===== src/rtl/rtc_pkg.sv =====
package rtc_pkg;
    localparam int unsigned DATA_W  = 32;
    localparam int unsigned IDX_W   = 3;

    localparam logic [IDX_W-1:0] IDX_SEC    = 3'd0;
    localparam logic [IDX_W-1:0] IDX_FRAC   = 3'd1;
    localparam logic [IDX_W-1:0] IDX_ALM_HI = 3'd2;
    localparam logic [IDX_W-1:0] IDX_ALM_LO = 3'd3;
    localparam logic [IDX_W-1:0] IDX_CTRL   = 3'd4;
    localparam logic [IDX_W-1:0] IDX_STAT   = 3'd5;
    localparam logic [IDX_W-1:0] IDX_IEN    = 3'd6;

    localparam int unsigned B_RUN  = 3;
    localparam int unsigned B_BUSY = 10;
    localparam int unsigned B_RDY  = 9;
    localparam int unsigned B_DONE = 8;
    localparam int unsigned B_ERR  = 7;
    localparam int unsigned B_ALM  = 4;
    localparam int unsigned B_INV  = 1;
    localparam int unsigned B_SEC  = 0;

    localparam logic [DATA_W-1:0] IEN_MASK =
        (DATA_W'(1) << B_RDY) | (DATA_W'(1) << B_DONE) |
        (DATA_W'(1) << B_ERR) | (DATA_W'(1) << B_ALM);

    typedef enum logic {
        ST_IDLE = 1'b0,
        ST_BUSY = 1'b1
    } commit_state_e;

    typedef struct packed {
        logic [IDX_W-1:0]  idx;
        logic [DATA_W-1:0] data;
    } wr_req_t;
endpackage


===== src/rtl/rtc_commit_fsm.sv =====
module rtc_commit_fsm
    import rtc_pkg::*;
#(
    parameter int unsigned LAT = 4
) (
    input  logic              clk,
    input  logic              rst_n,
    input  logic              wr_en,
    input  logic [IDX_W-1:0]  wr_idx,
    input  logic [DATA_W-1:0] wr_data,
    output logic              busy,
    output logic              accept,
    output logic              commit,
    output logic              collide,
    output wr_req_t           cmt_req
);
    localparam int unsigned CNT_W = (LAT > 2) ? $clog2(LAT) : 1;
    localparam logic [CNT_W-1:0] CNT_LAST = CNT_W'(LAT - 1);

    commit_state_e state_q, state_d;
    logic [CNT_W-1:0] cnt_q;
    wr_req_t          req_q;

    // next-state logic
    always_comb begin
        state_d = state_q;
        unique case (state_q)
            ST_IDLE: if (wr_en) state_d = ST_BUSY;
            ST_BUSY: if (cnt_q == CNT_LAST) state_d = ST_IDLE;
        endcase
    end

    // state register and captured write
    always_ff @(posedge clk or negedge rst_n) begin
        if (!rst_n) begin
            state_q <= ST_IDLE;
            cnt_q   <= '0;
            req_q   <= '0;
        end else begin
            state_q <= state_d;
            if (accept) begin
                cnt_q <= '0;
                req_q <= '{idx: wr_idx, data: wr_data};
            end else if (state_q == ST_BUSY) begin
                cnt_q <= cnt_q + CNT_W'(1);
            end
        end
    end

    // outputs
    always_comb begin
        busy    = 1'b0;
        accept  = 1'b0;
        commit  = 1'b0;
        collide = 1'b0;
        unique case (state_q)
            ST_IDLE: accept = wr_en;
            ST_BUSY: begin
                busy    = 1'b1;
                collide = wr_en;
                commit  = (cnt_q == CNT_LAST);
            end
        endcase
    end

    assign cmt_req = req_q;
endmodule


===== src/rtl/rtc_time_counter.sv =====
module rtc_time_counter
    import rtc_pkg::*;
#(
    parameter int unsigned FRAC_W = 15
) (
    input  logic              clk,
    input  logic              rst_n,
    input  logic              advance,
    input  logic              ld_sec,
    input  logic              ld_frac,
    input  logic [DATA_W-1:0] ld_data,
    output logic [DATA_W-1:0] sec_q,
    output logic [FRAC_W-1:0] frac_q
);
    localparam logic [FRAC_W-1:0] FRAC_TOP = {FRAC_W{1'b1}};

    always_ff @(posedge clk or negedge rst_n) begin
        if (!rst_n) begin
            sec_q  <= '0;
            frac_q <= '0;
        end else begin
            if (ld_sec) begin
                sec_q <= ld_data;
            end else if (advance && frac_q == FRAC_TOP) begin
                sec_q <= sec_q + DATA_W'(1);
            end
            if (ld_frac) begin
                frac_q <= ld_data[FRAC_W-1:0];
            end else if (advance) begin
                frac_q <= frac_q + FRAC_W'(1);
            end
        end
    end
endmodule


===== src/rtl/rtc_alarm_cmp.sv =====
module rtc_alarm_cmp
    import rtc_pkg::*;
#(
    parameter int unsigned FRAC_W = 15
) (
    input  logic              clk,
    input  logic              rst_n,
    input  logic [DATA_W-1:0] sec,
    input  logic [FRAC_W-1:0] frac,
    input  logic [DATA_W-1:0] alm_hi,
    input  logic [FRAC_W-1:0] alm_lo,
    output logic              hit
);
    logic match, match_q;

    assign match = (sec == alm_hi) && (frac == alm_lo);

    always_ff @(posedge clk or negedge rst_n) begin
        if (!rst_n) match_q <= 1'b0;
        else        match_q <= match;
    end

    assign hit = match && !match_q;
endmodule


===== src/rtl/rtc_secure_regs.sv =====
module rtc_secure_regs
    import rtc_pkg::*;
#(
    parameter int unsigned FRAC_W     = 15,
    parameter int unsigned COMMIT_LAT = 4
) (
    input  logic              clk,
    input  logic              rst_n,
    input  logic              tick,
    input  logic              wr_en,
    input  logic [IDX_W-1:0]  word_addr,
    input  logic [DATA_W-1:0] wdata,
    output logic [DATA_W-1:0] rdata,
    output logic              irq
);
    logic    busy, accept, commit, collide, hit, advance;
    wr_req_t cmt_req;
    logic [DATA_W-1:0] sec_q, alm_hi_q, ien_q, stat_vec;
    logic [FRAC_W-1:0] frac_q, alm_lo_q;
    logic run_q, done_q, err_q, alm_q, inv_q, sec_written_q;
    logic ld_sec, ld_frac, st_wr;

    rtc_commit_fsm #(.LAT(COMMIT_LAT)) u_fsm (
        .clk(clk), .rst_n(rst_n), .wr_en(wr_en), .wr_idx(word_addr),
        .wr_data(wdata), .busy(busy), .accept(accept), .commit(commit),
        .collide(collide), .cmt_req(cmt_req)
    );

    assign ld_sec  = commit && (cmt_req.idx == IDX_SEC);
    assign ld_frac = commit && (cmt_req.idx == IDX_FRAC);
    assign st_wr   = commit && (cmt_req.idx == IDX_STAT);
    assign advance = tick && run_q && sec_written_q && !inv_q;

    rtc_time_counter #(.FRAC_W(FRAC_W)) u_cnt (
        .clk(clk), .rst_n(rst_n), .advance(advance), .ld_sec(ld_sec),
        .ld_frac(ld_frac), .ld_data(cmt_req.data), .sec_q(sec_q),
        .frac_q(frac_q)
    );

    rtc_alarm_cmp #(.FRAC_W(FRAC_W)) u_alm (
        .clk(clk), .rst_n(rst_n), .sec(sec_q), .frac(frac_q),
        .alm_hi(alm_hi_q), .alm_lo(alm_lo_q), .hit(hit)
    );

    // configuration registers
    always_ff @(posedge clk or negedge rst_n) begin
        if (!rst_n) begin
            alm_hi_q      <= '1;
            alm_lo_q      <= '0;
            run_q         <= 1'b0;
            ien_q         <= '0;
            sec_written_q <= 1'b0;
        end else if (commit) begin
            unique case (cmt_req.idx)
                IDX_ALM_HI: alm_hi_q <= cmt_req.data;
                IDX_ALM_LO: alm_lo_q <= cmt_req.data[FRAC_W-1:0];
                IDX_CTRL:   run_q    <= cmt_req.data[B_RUN];
                IDX_IEN:    ien_q    <= cmt_req.data & IEN_MASK;
                IDX_SEC:    sec_written_q <= 1'b1;
                default: ;
            endcase
        end
    end

    // status flags: set events take priority over clears
    always_ff @(posedge clk or negedge rst_n) begin
        if (!rst_n) begin
            done_q <= 1'b0;
            err_q  <= 1'b0;
            alm_q  <= 1'b0;
            inv_q  <= 1'b1;
        end else begin
            if (commit)      done_q <= 1'b1;
            else if (accept) done_q <= 1'b0;

            if (collide)                          err_q <= 1'b1;
            else if (st_wr && cmt_req.data[B_ERR]) err_q <= 1'b0;

            if (hit)                              alm_q <= 1'b1;
            else if (st_wr && cmt_req.data[B_ALM]) alm_q <= 1'b0;

            if (st_wr && cmt_req.data[B_INV] && cmt_req.data[B_SEC])
                inv_q <= 1'b0;
        end
    end

    always_comb begin
        stat_vec         = '0;
        stat_vec[B_BUSY] = busy;
        stat_vec[B_RDY]  = !busy;
        stat_vec[B_DONE] = done_q;
        stat_vec[B_ERR]  = err_q;
        stat_vec[B_ALM]  = alm_q;
        stat_vec[B_INV]  = inv_q;
    end

    assign irq = |(stat_vec & ien_q);

    always_comb begin
        rdata = '0;
        case (word_addr)
            IDX_SEC:    rdata = sec_q;
            IDX_FRAC:   rdata = DATA_W'(frac_q);
            IDX_ALM_HI: rdata = alm_hi_q;
            IDX_ALM_LO: rdata = DATA_W'(alm_lo_q);
            IDX_CTRL:   rdata = DATA_W'(run_q) << B_RUN;
            IDX_STAT:   rdata = stat_vec;
            IDX_IEN:    rdata = ien_q;
            default:    rdata = '0;
        endcase
    end
endmodule


===== config.mk =====
export PLATFORM = sky130hd
export DESIGN_NAME = rtc_secure_regs
export DESIGN_NICKNAME = d
export VERILOG_FILES = /design/src/rtl/rtc_pkg.sv /design/src/rtl/rtc_commit_fsm.sv /design/src/rtl/rtc_time_counter.sv /design/src/rtl/rtc_alarm_cmp.sv /design/src/rtl/rtc_secure_regs.sv
export SDC_FILE = /design/constraint.sdc
export NUM_CORES = 1
export LEC_CHECK = 0
export ABC_CLOCK_PERIOD_IN_PS = 2110
export BUFFER_PORTS_ARGS = -buffer_cell sky130_fd_sc_hd__buf_4
export CAP_MARGIN = 40
export CORE_UTILIZATION = 43
export DETAILED_ROUTE_END_ITERATION = 10
export PLACE_DENSITY = 0.71
export SLEW_MARGIN = 20
export SYNTH_ARGS = -nofsm -noshare
export SYNTH_HDL_FRONTEND = slang
export SYNTH_SLANG_ARGS = --single-unit

===== constraint.sdc =====
create_clock -name clk -period 2.11 [get_ports clk]
set_input_delay 0.211 -clock clk [delete_from_list [all_inputs] [get_ports clk]]
set_output_delay 0.211 -clock clk [all_outputs]
set_load 0.01 [all_outputs]

Word level (Yosys, flattened, before mapping). Cells that the tools add are included.

Bits in registers: 143. Output and inout bits: 33. Logic and storage cells: 87.

Add/subtract/negate cells: 3. Eq/ne operators: 16. Multiplexer cells: 20. Bitwise logic cells: 2. Reduce and logical (&&, ||, !) cells: 30.

Operators by type and width (count): $pmux W32 S7 (1); $mux W32 (2); $add A32 B1 Y32 const B (1); $eq A32 B32 Y1 (1); $reduce_or A32 Y1 (1); $mux W15 (2); $eq A3 B3 Y1 const B (6); $add A15 B1 Y15 const B (1); $eq A15 B15 Y1 (1); $eq A15 B15 Y1 const B (1); $logic_and A1 B1 Y1 (13); $eq A3 B2 Y1 const B (4); $mux W1 (12); $reduce_bool A2 Y1 (6); $and A11 B10 Y11 (1); $reduce_and A2 Y1 (5); $eq A3 B1 Y1 const B (2); $logic_not A3 Y1 (2); $mux W2 (2); $logic_not A1 Y1 (3); $add A2 B1 Y2 const B (1); $eq A2 B2 Y1 const B (1); $pmux W1 S2 (1); $not A1 Y1 (1).

Longest topological paths before layout. Gate-level depths: netlist of the first run.

Word-level depth: 6. Gate-level depth with buffers: 8. Depth with buffers taken out: 7.

Modules after synthesis. Synthesis of the first run repeated with hierarchy kept, for this count alone.

Cell total of the unflattened synthesis: 675. Area, all modules: 7883.8 µm².

By module, submodules not included: rtc_secure_regs (times used 1, cells an instance 228, area an instance 3060.4 µm²); rtc_time_counter (times used 1, cells an instance 297, area an instance 2692.6 µm²); rtc_commit_fsm (times used 1, cells an instance 85, area an instance 1584.0 µm²); rtc_alarm_cmp (times used 1, cells an instance 65, area an instance 546.8 µm²).

Worst setup path after synthesis of the first run. OpenSTA, ideal clock, no wires.

Kind: reg-to-reg. Start: register u_cnt.frac_q[0]. End: register u_cnt.sec_q[3]. Data arrival time: 1.767 ns. Required time: 1.985 ns. Slack: 0.219 ns. Cell stages (with the launch flop): 9. Clock period less this slack: 1.891 ns. Path through: dfrtp_1 -> ha_1 -> inv_1 -> nor3_4 -> and3_1 -> buf_2 -> nand2b_1 -> xnor2_1 -> mux2_2.

Cells in the longest elaborated chain, start to end: 3.

Ends and longest elaborated chain: start: declaration (line rtc_time_counter.sv:13) `output logic [FRAC_W-1:0] frac_q`; start signal: assignment (line rtc_time_counter.sv:28) `frac_q <= ld_data[FRAC_W-1:0];`; start signal: assignment (line rtc_time_counter.sv:30) `frac_q <= frac_q + FRAC_W'(1);`; $eq A15 B15 Y1 (line rtc_time_counter.sv:24) `end else if (advance && frac_q == FRAC_TOP) begin`; $logic_and A1 B1 Y1 (line rtc_time_counter.sv:24); $reduce_bool A2 Y1 (no source line); end signal: assignment (line rtc_time_counter.sv:23) `sec_q <= ld_data;`; end signal: assignment (line rtc_time_counter.sv:25) `sec_q <= sec_q + DATA_W'(1);`; end: declaration (line rtc_time_counter.sv:12) `output logic [DATA_W-1:0] sec_q,`.

Every way passes these cells. A chain may end at the register's enable or synchronous reset.

Worst setup path in the final report of the first run.
Start: register u_cnt.frac_q[7]. End: output rdata[7].

Cells in the longest elaborated chain, start to end: 1.

Ends and longest elaborated chain: $pmux W32 S7 (line rtc_secure_regs.sv:101) `case (word_addr)`; end: declaration (line rtc_secure_regs.sv:13) `output logic [DATA_W-1:0] rdata,`.

Every way passes these cells.

==> reports/results.tsv, run 1 <==
stage	metric	value	unit
synthesis	Synth Area in Adders	0.489	%
finish	layout cell share with drive strength beyond 1	38.4	%
timing	clk_skew	0.00852	ns
flow_run	max-cap violations	0	
global_route	largest net degree at the start of global routing	81	
clock_tree	CTS sink cnt	143	
setup_path	Worst R2R Start	u_cnt.frac_q[2]	
finish	Layout area overhead	21.9	%
timing	final period utilization	101	%
setup_path	CP startpoint kind	flop	
setup_path	R2R cell count	6	
synthesis	post-synthesis sequential area ratio	47.2	%
clock_tree	clk root buf	clkbuf_16	
global_route	total global-route track usage	23.0	%
finish	Antenna diodes	0	
finish	area taken by multi-input logic gates	3860	µm²
timing	Rel. slew slack	47.0	%
clock_tree	Clk pin slew, worst setup/hold paths	0.06	ns
floorplanning	Die Y	136	µm
drt	Detail Route Antenna Nets	0	
synthesis	ys flop type	dfrtp_1	
clock_tree	clock tree from TritonCTS	built	
synthesis	Post-synth ARST share	100	%
setup_path	critical path endpoint	rdata[7]	
clock_tree	Clk Latency, worst-skew pair	0.43	ns
setup_path	Critical Path RT	1.90	ns
timing	Slew @ Worst Pin	0.793	ns
timing	final hold violation count	0	
synthesis	synth unique cells	53	
synthesis	largest family of logic cells by synthesized area	multiplexers	
drt	vias per cell	5.56	
synthesis	multiplexer share of the synthesized area	16.9	%
placement	Placed Cells	993	
outcome	failing checks	negative setup slack	
setup_path	crit end category	primary output	
floorplanning	row count	48	
synthesis	Post-Synth XOR/XNOR Area	10.5	%
finish	fill cell count	1514	
setup_path	crit path kind	reg -> out	
setup_path	reg2reg setup slack	0.11	ns
outcome	outcome	finished with violations	
timing	Fmax achieved	471	MHz
timing	Final WS setup	-0.0130	ns
drt	first-pass iteration count of the detailed router	5	
global_route	first-pass GRT wire length	31500	µm
timing	Final setup violation count	1	
drt	Total Wirelength	19800	µm
synthesis	area share of the leading cell type in the synthesized netlist	35.9	%
power_and_ir_drop	Total Power Consumption	13.9	mW
drt	routed len/inst	19.3	µm
synthesis	top post-synthesis cells by area	dfrtp_1 (36%), mux2_2 (14%), dfstp_2 (11%)	
clock_tree	Post-CTS Repair Setup Buffers	0	
setup_path	largest fanout on the critical path	5	
synthesis	Compound-Gate Fraction of Synth Area	7.65	%
finish	Seq. cell area	3620	µm²
synthesis	Avg Cell Area, Syn	11.1	µm²
synthesis	Post-Synth Simple-Gate Area	14.2	%
synthesis	most frequent cell after synthesis	dfrtp_1	
floorplanning	DIE WIDTH	136	µm
placement	number of I/O port buffers	71	
power_and_ir_drop	Leak	3.92	nW
finish	fin nets	832	
timing	fin. max-slew vios	0	
placement	hpwl dp	14200	µm
setup_path	Crit. Startpoint	u_cnt.frac_q[7]	
synthesis	number of synthesized flops with an enable pin	0	
floorplanning	num ports	72	
setup_path	Worst R2R End	alm_q	
worst_hold_path	HP Class	in -> reg	
timing	RSZ-0062 raised after global routing	false	
setup_path	Arr. time, crit path	1.91	ns
power_and_ir_drop	VDD IR max	0.702	mV
drt	Starting DRT DRC Count	369	
global_route	vias in the first global route	5609	
finish	final core occ	53.9	%
clock_tree	Max Buffers Root-to-Sink	2	
synthesis	Synth area leader	dfrtp_1	
synthesis	cells after synthesis	694	
timing	fin crit period	2.12	ns
placement	GPL Wtd Cong	0.902	
drt	Vias	5706	
synthesis	commonest cells in the netlist	dfrtp_1 (110), mux2_2 (93), nor2_1 (59)	
finish	Final Non-Filler Cells	1027	
global_route	grt ovf	0	
floorplanning	Core Region	17400	µm²
synthesis	mapped cell area	7670	µm²
timing	Worst Hold Slack	0.0126	ns
floorplanning	die area	18400	µm²
synthesis	Seq cells post-synth	143	
clock_tree	htree depth	4	
synthesis	Yosys Warn Count	0	
power_and_ir_drop	pwr/cell area	1490	nW/µm²
floorplanning	initial core utilization	44.2	%
global_route	antenna violations before repair	0	
drt	DRC viols	0	
clock_tree	CTS Buf Count	17	
synthesis	Synth Net Count	736	
placement	post-placement setup slack	-0.0729	ns
==> sequential cells by signal, indices dropped and copies added, names as in the netlist <==
register	cells
alm_hi_q	32
alm_lo_q	15
alm_q	1
done_q	1
err_q	1
ien_q	4
inv_q	1
run_q	1
sec_written_q	1
u_alm.match_q	1
u_cnt.frac_q	15
u_cnt.sec_q	32
u_fsm.cmt_req	35
u_fsm.cnt_q	2
u_fsm.state_q	1
==> cell type report <==
cell class / count / area share (%)
Clock buffer: 18 / 4.59
Multi-Input combinational cell: 496 / 41.3
Clock inverter: 13 / 1.51
Inverter: 11 / 0.442
Sequential cell: 143 / 38.7
Tap cell: 225 / 3.01
Timing Repair Buffer: 121 / 10.4
==> where the power goes <==
part           switching [mW]  total (mW)  internal [mW]
clock network            1.19        2.93           1.73
registers                1.56        5.83           4.26
logic                    2.51        5.13           2.62
==> per-layer routing <==
metal	vias to the layer above	track usage (%)	wire [µm]
met5	-	0	0
met4	0	9.18	520
met3	35	4.68	1030
met2	181	35.4	9410
met1	2853	31.6	8860
li1	2637	-	-
==> metrics by stage <==
stage	cell area [µm²]	setup TNS, ns
floorplan	7670	0
global placement	8720	-0.0699
CTS	9310	0
global route	9350	0
detailed placement	8720	-0.0729
finish	9350	-0.0130
==> critical path: stages (launching register included) <==
cell and delay, ns:
dfrtp_1 0.35, buf_4 0.15, mux2i_1 0.07, o311ai_0 0.59, buf_4 0.21, buf_4 0.11
==> worst min path at each step <==
stage | from | to | slack (ns) | cells after the start
after floorplan | rst_n | alm_lo_q[0] | -0.08 | 0
after global placement | rst_n | u_fsm.cmt_req[4] | 0.12 | 1
after detailed placement | rst_n | u_fsm.cmt_req[1] | 0.12 | 1
after CTS | wdata[8] | u_fsm.cmt_req[8] | 0.002 | 2
after global routing | wdata[11] | u_fsm.cmt_req[11] | 0.001 | 2
final | wdata[11] | u_fsm.cmt_req[11] | 0.01 | 2
==> logic make-up after synthesis <==
logic type                 count (synthesis)
AOI/OAI and AO/OA                         92
xor gates and xnor gates                  92
adders and majority gates                  3
buffers and inverters                     55
DFF                                      143
muxes                                    108
and+or+nand+nor                          201
==> cells in the final DEF (no fill, tap or decap), types with 4 or more instances in the layout <==
cell        count
clkbuf_16      17
mux2_2         93
a22o_1         20
dfstp_2        33
nand2_1        45
nand3_1        17
and3_1          7
and2_1         10
nor2_1         58
mux4_2          8
dfrtp_1       110
buf_12          4
xor2_1         56
inv_1          11
nand2b_1        4
nand4_1         9
buf_4         113
xnor2_1        36
nor3_2          5
a21oi_1        35
mux2i_1         7
o21ai_0        18
nor3_1          7
a22oi_1         5
clkinvlp_4      6
nor4_1         11
==> timing repair <==
action	CTS	global route
pin swaps	0	0
hold buffers	1	2
gates resized for setup	1	3
endpoints found under the setup margin	1	4
endpoints found under the hold margin	30	2
Note: power is estimated with default switching activity, not from simulation.
==> run 2, diff against run 1 <==
--- a/config.mk
+++ b/config.mk
@@ -8,7 +8,9 @@
 export ABC_CLOCK_PERIOD_IN_PS = 2110
 export BUFFER_PORTS_ARGS = -buffer_cell sky130_fd_sc_hd__buf_4
 export CAP_MARGIN = 40
+export CORE_MARGIN = 2
 export CORE_UTILIZATION = 43
+export CTS_BUF_LIST = sky130_fd_sc_hd__clkbuf_8 sky130_fd_sc_hd__clkbuf_16
 export DETAILED_ROUTE_END_ITERATION = 10
 export PLACE_DENSITY = 0.71
 export SLEW_MARGIN = 20
==> reports/results.tsv, run 2 (synthesis results as in run 1) <==
stage	metric	value	unit
outcome	outcome	finished with violations	
outcome	failing checks	negative setup slack	
finish	fill cell count	1477	
timing	Slew @ Worst Pin	0.764	ns
power_and_ir_drop	Leak	3.97	nW
power_and_ir_drop	VDD IR max	0.730	mV
finish	final core occ	54.3	%
clock_tree	Clk pin slew, worst setup/hold paths	0.06	ns
global_route	grt ovf	0	
floorplanning	initial core utilization	44.2	%
placement	number of I/O port buffers	71	
global_route	antenna violations before repair	0	
finish	commonest non-fill, non-tap cell in the layout	dfrtp_1	
clock_tree	CTS Buf Count	17	
timing	final hold violation count	0	
clock_tree	clk root buf	clkbuf_16	
worst_hold_path	min-delay src	wdata[27]	
timing	final period utilization	102	%
placement	hpwl dp	14200	µm
clock_tree	Max Buffers Root-to-Sink	2	
power_and_ir_drop	pwr/cell area	1480	nW/µm²
timing	Rel. slew slack	48.9	%
drt	vias per cell	5.51	
timing	fin crit period	2.15	ns
global_route	first-pass GRT wire length	30600	µm
finish	Finished Cell Area	9420	µm²
timing	Fmax achieved	464	MHz
timing	Final WS setup	-0.0445	ns
clock_tree	clock tree from TritonCTS	built	
setup_path	Crit. Startpoint	u_cnt.sec_q[7]	
placement	GPL Wtd Cong	0.935	
setup_path	Worst R2R Start	u_cnt.frac_q[6]	
floorplanning	DIE WIDTH	138	µm
clock_tree	CTS sink cnt	143	
placement	post-placement setup slack	0.0731	ns
clock_tree	htree depth	4	
setup_path	crit path kind	reg -> out	
drt	Starting DRT DRC Count	329	
placement	placed cell areas	8700	µm²
clock_tree	Clk Latency, worst-skew pair	0.43	ns
floorplanning	num ports	72	
finish	most frequent cells in the layout	dfrtp_1 (110), buf_4 (105), mux2_2 (93)	
finish	fin nets	830	
drt	first-pass iteration count of the detailed router	5	
finish	layout cell share with drive strength beyond 1	37.8	%
floorplanning	die area	18900	µm²
timing	clk_skew	0.00796	ns
floorplanning	row count	48	
clock_tree	Post-CTS Repair Setup Buffers	0	
floorplanning	Core Region	17400	µm²
global_route	vias in the first global route	5524	
timing	fin. max-slew vios	0	
setup_path	Arr. time, crit path	1.94	ns
finish	number of flip-flops in the largest register	35	
timing	RSZ-0062 raised after global routing	true	
finish	Antenna diodes	0	
setup_path	CP startpoint kind	flop	
drt	Detail Route Antenna Nets	0	
worst_hold_path	HP Class	in -> reg	
drt	Vias	5656	
drt	routed len/inst	19.1	µm
drt	Total Wirelength	19600	µm
floorplanning	Die Y	138	µm
timing	Final setup violation count	1	
global_route	largest net degree at the start of global routing	48	
drt	DRC viols	0	
timing	sum of negative setup slack	-0.0445	ns
finish	Layout area overhead	22.8	%
flow_run	max-cap violations	0	
setup_path	largest fanout on the critical path	6	
setup_path	crit end category	primary output	
setup_path	Critical Path RT	1.90	ns
global_route	total global-route track usage	21.9	%
[run 2: cell types whose count changed in the layout (fill, tap and decap cells not counted), moves of 2 or more]
cell,previous run,this run
dlygate4sd3_1,3,7
clkinv_4,1,6
clkinvlp_4,6,1
nor4_2,3,1
buf_12,4,6
buf_4,113,105
nor4_1,11,13
[run 2: final timing paths]
path,to,slack (ns),cells after the start
setup / recovery,rdata[7],-0.04,5
hold / removal,u_fsm.cmt_req[27],0.009,2
setup reg to reg,alm_q,0.08,5
hold reg to reg,inv_q,0.47,2
max in group asynchronous,alm_hi_q[27],1.15,3
min in group asynchronous,u_fsm.cmt_req[3],0.26,2
[run 2: where the power goes]
part           switching, mW  internal [mW]  leakage (nW)  total, mW
Sequential              1.61           4.26          1.61       5.87
Combinational           2.42           2.55          2.06       4.97
Clock                   1.22           1.91         0.301       3.13
[run 2: critical path: stages (launching register included)]
cell and delay, ns:
dfrtp_1 0.36, buf_4 0.16, mux2i_1 0.07, o311ai_0 0.59, buf_4 0.22, buf_4 0.11
[run 2: layout make-up]
type,instances,area (µm²),area share [%]
repair buffers,119,990,10.5
flip-flops and latches,143,3620,38.4
inverters,11,41.3,0.438
clock inverters,14,181,1.93
well taps,225,282,2.99
multi-input cells,496,3870,41.0
clock buffers,18,439,4.66
[run 2: layer usage]
layer	vias to the layer above	share of wire [%]	GRT usage (%)
met2	165	48	33.9
met3	45	5.0	4.60
met1	2814	44	29.9
met4	0	3.2	8.99
li1	2632	-	-
met5	-	0	0
[run 2: repair_timing]
action | CTS | global route
endpoints found under the setup margin | 0 | 6
gates resized for setup | 0 | 4
hold buffers | 1 | 6
hold endpoints to repair | 32 | 6
[run 2: stage by stage]
| step | std cells | total power [mW] | hold slack, ns |
|---|---|---|---|
| detailed placement | 987 | 10.8 | 0.149 |
| finish | 1026 | 14.0 | 0.00895 |
| floorplan | 694 | 8.81 | -0.0846 |
| CTS | 1020 | 14.0 | 0.00119 |
| global placement | 987 | 10.7 | 0.147 |
| global route | 1026 | 14.8 | 0.00161 |
==> run 3, diff against run 2 <==
--- a/config.mk
+++ b/config.mk
@@ -12,7 +12,7 @@
 export CORE_UTILIZATION = 43
 export CTS_BUF_LIST = sky130_fd_sc_hd__clkbuf_8 sky130_fd_sc_hd__clkbuf_16
 export DETAILED_ROUTE_END_ITERATION = 10
-export PLACE_DENSITY = 0.71
+export PLACE_DENSITY = 0.66
 export SLEW_MARGIN = 20
 export SYNTH_ARGS = -nofsm -noshare
 export SYNTH_HDL_FRONTEND = slang
==> reports/results.tsv, run 3 (synthesis results as in run 1) <==
stage	metric	value	unit
placement	placed cell areas	8700	µm²
power_and_ir_drop	P_sw	5.40	mW
floorplanning	die area	18900	µm²
setup_path	CP startpoint kind	flop	
timing	Slew @ Worst Pin	0.824	ns
global_route	grt ovf	0	
power_and_ir_drop	Total Power Consumption	14.1	mW
finish	commonest non-fill, non-tap cell in the layout	dfrtp_1	
floorplanning	Die Y	138	µm
floorplanning	DIE WIDTH	138	µm
finish	number of flip-flops in the largest register	35	
power_and_ir_drop	Gate power share	36.8	%
power_and_ir_drop	Sw Share	38.4	%
timing	Fmax achieved	475	MHz
outcome	outcome	completed	
finish	layout cell share with drive strength beyond 1	38.7	%
timing	Rel. slew slack	44.9	%
finish	Layout area overhead	22.3	%
global_route	first-pass GRT wire length	32800	µm
drt	Vias	5793	
worst_hold_path	min-delay src	wdata[19]	
finish	area taken by multi-input logic gates	3890	µm²
drt	Starting DRT DRC Count	541	
power_and_ir_drop	VDD IR max	0.730	mV
power_and_ir_drop	Leak	3.93	nW
global_route	total global-route track usage	23.3	%
worst_hold_path	hold path endpoint	u_fsm.cmt_req[19]	
power_and_ir_drop	sequential power share	41.7	%
timing	fin. max-slew vios	0	
setup_path	crit path kind	reg -> reg	
setup_path	Crit-path slowest cell	nor4_2	
finish	Antenna diodes	0	
drt	vias per cell	5.66	
clock_tree	htree depth	4	
placement	post-placement setup slack	-0.117	ns
setup_path	crit path cell chain	nand4_1, nor4_2, nand4_2, nor3_1, xnor2_1, a21oi_1	
finish	fill cell count	1491	
floorplanning	num ports	72	
power_and_ir_drop	pwr/cell area	1500	nW/µm²
drt	Detail Route Antenna Nets	0	
global_route	antenna violations before repair	0	
worst_hold_path	hold path depth	2	
setup_path	Worst R2R Start	u_cnt.sec_q[7]	
setup_path	R2R cell count	6	
finish	Finished Cell Area	9380	µm²
clock_tree	CTS sink cnt	143	
flow_run	max-cap violations	0	
finish	most frequent cells in the layout	dfrtp_1 (109), buf_4 (107), mux2_2 (93)	
clock_tree	Post-CTS Repair Setup Buffers	0	
setup_path	Critical Path RT	2.41	ns
finish	Final Non-Filler Cells	1024	
drt	DRC viols	0	
setup_path	Crit path max-delay family	simple AND/OR/NAND/NOR gates	
timing	clk_skew	0.00850	ns
floorplanning	Core Region	17400	µm²
power_and_ir_drop	clock share of power	21.5	%
clock_tree	CTS Buf Count	17	
clock_tree	Clk Latency, worst-skew pair	0.43	ns
setup_path	CP Buf/Inv Count	0	
timing	fin crit period	2.11	ns
timing	RSZ-0062 raised after global routing	true	
setup_path	Arr. time, crit path	2.41	ns
finish	Seq. cell area	3620	µm²
clock_tree	clock tree from TritonCTS	built	
placement	hpwl dp	14700	µm
setup_path	crit end category	flop	
timing	Final setup violation count	0	
worst_hold_path	HP Class	in -> reg	
power_and_ir_drop	cell-internal power	8.67	mW
clock_tree	Max Buffers Root-to-Sink	2	
placement	number of I/O port buffers	71	
setup_path	reg2reg setup slack	0.003	ns
floorplanning	row count	48	
timing	Final WS setup	0.00276	ns
finish	fin nets	828	
global_route	vias in the first global route	5897	
placement	Placed Cells	988	
setup_path	Worst R2R End	u_cnt.sec_q[30]	
floorplanning	initial core utilization	44.2	%
clock_tree	clk root buf	clkbuf_16	
timing	final hold violation count	0	
placement	GPL Wtd Cong	0.902	
setup_path	delay of the slowest critical-path stage	0.43	ns
timing	final period utilization	99.9	%
drt	routed len/inst	20.2	µm
global_route	largest net degree at the start of global routing	65	
clock_tree	Clk pin slew, worst setup/hold paths	0.06	ns
drt	first-pass iteration count of the detailed router	5	
drt	Total Wirelength	20600	µm
setup_path	largest fanout on the critical path	7	
finish	final core occ	54.0	%
==> run 3: cell count changes in the layout (fill, tap and decap cells not counted), moves of 2 or more <==
cell / before / now
clkinvlp_4: 1 / 4
inv_6: 3 / 1
dlygate4sd3_1: 7 / 4
nor4_2: 1 / 6
buf_4: 105 / 107
clkinv_4: 6 / 3
nor4_1: 13 / 8
==> run 3: final cells by class <==
cell class	count	area share (%)
clock buffers	19	4.83
clock inverters	13	1.48
inverters	11	0.440
multi-input cells	496	41.5
flip-flops and latches	143	38.6
well taps	225	3.00
repair buffers	117	10.2
==> run 3: worst max path at each step <==
stage,startpoint,to,slack [ns],depth (start not counted)
after floorplan,u_cnt.frac_q[0],u_cnt.sec_q[3],0.22,8
after global placement,alm_hi_q[30],alm_q,-0.10,5
after detailed placement,u_cnt.frac_q[0],alm_q,-0.12,6
after CTS,u_cnt.sec_q[7],u_cnt.sec_q[26],0.006,6
after global routing,u_cnt.sec_q[7],u_cnt.sec_q[30],-0.12,6
final,u_cnt.sec_q[7],u_cnt.sec_q[30],0.003,6
==> run 3: timing repair <==
| item | CTS | global route |
|---|---|---|
| endpoints found under the hold margin | 35 | 0 |
| gates cloned | 0 | 0 |
| gates resized for setup | 1 | 8 |
| setup endpoints to repair | 1 | 18 |
| hold buffers | 4 | 0 |
==> run 3: routing by layer <==
metal	GRT usage (%)	vias to the layer above	wire [µm]
li1	-	2631	-
met1	31.7	2954	9110
met2	37.4	186	9940
met3	5.48	22	1300
met4	6.24	0	287
met5	0	-	0
==> run 3: power by group through the flow <==
stage,Clock [mW],Sequential (mW),Combinational [mW]
2_1_floorplan,0,5.32,3.49
3_3_place_gp,0,5.81,4.90
3_5_place_dp,0,5.86,5.04
4_1_cts,3.05,5.84,5.08
5_1_grt,3.16,6.06,5.60
6_report,3.02,5.87,5.17
==> run 3: metrics by stage <==
| stage | setup TNS, ns | hold slack (ns) |
|---|---|---|
| floorplan | 0 | -0.0846 |
| CTS | 0 | 0.000359 |
| global route | -0.747 | 0.00541 |
| detailed placement | -0.117 | 0.152 |
| global placement | -0.104 | 0.149 |
| finish | 0 | 0.00990 |
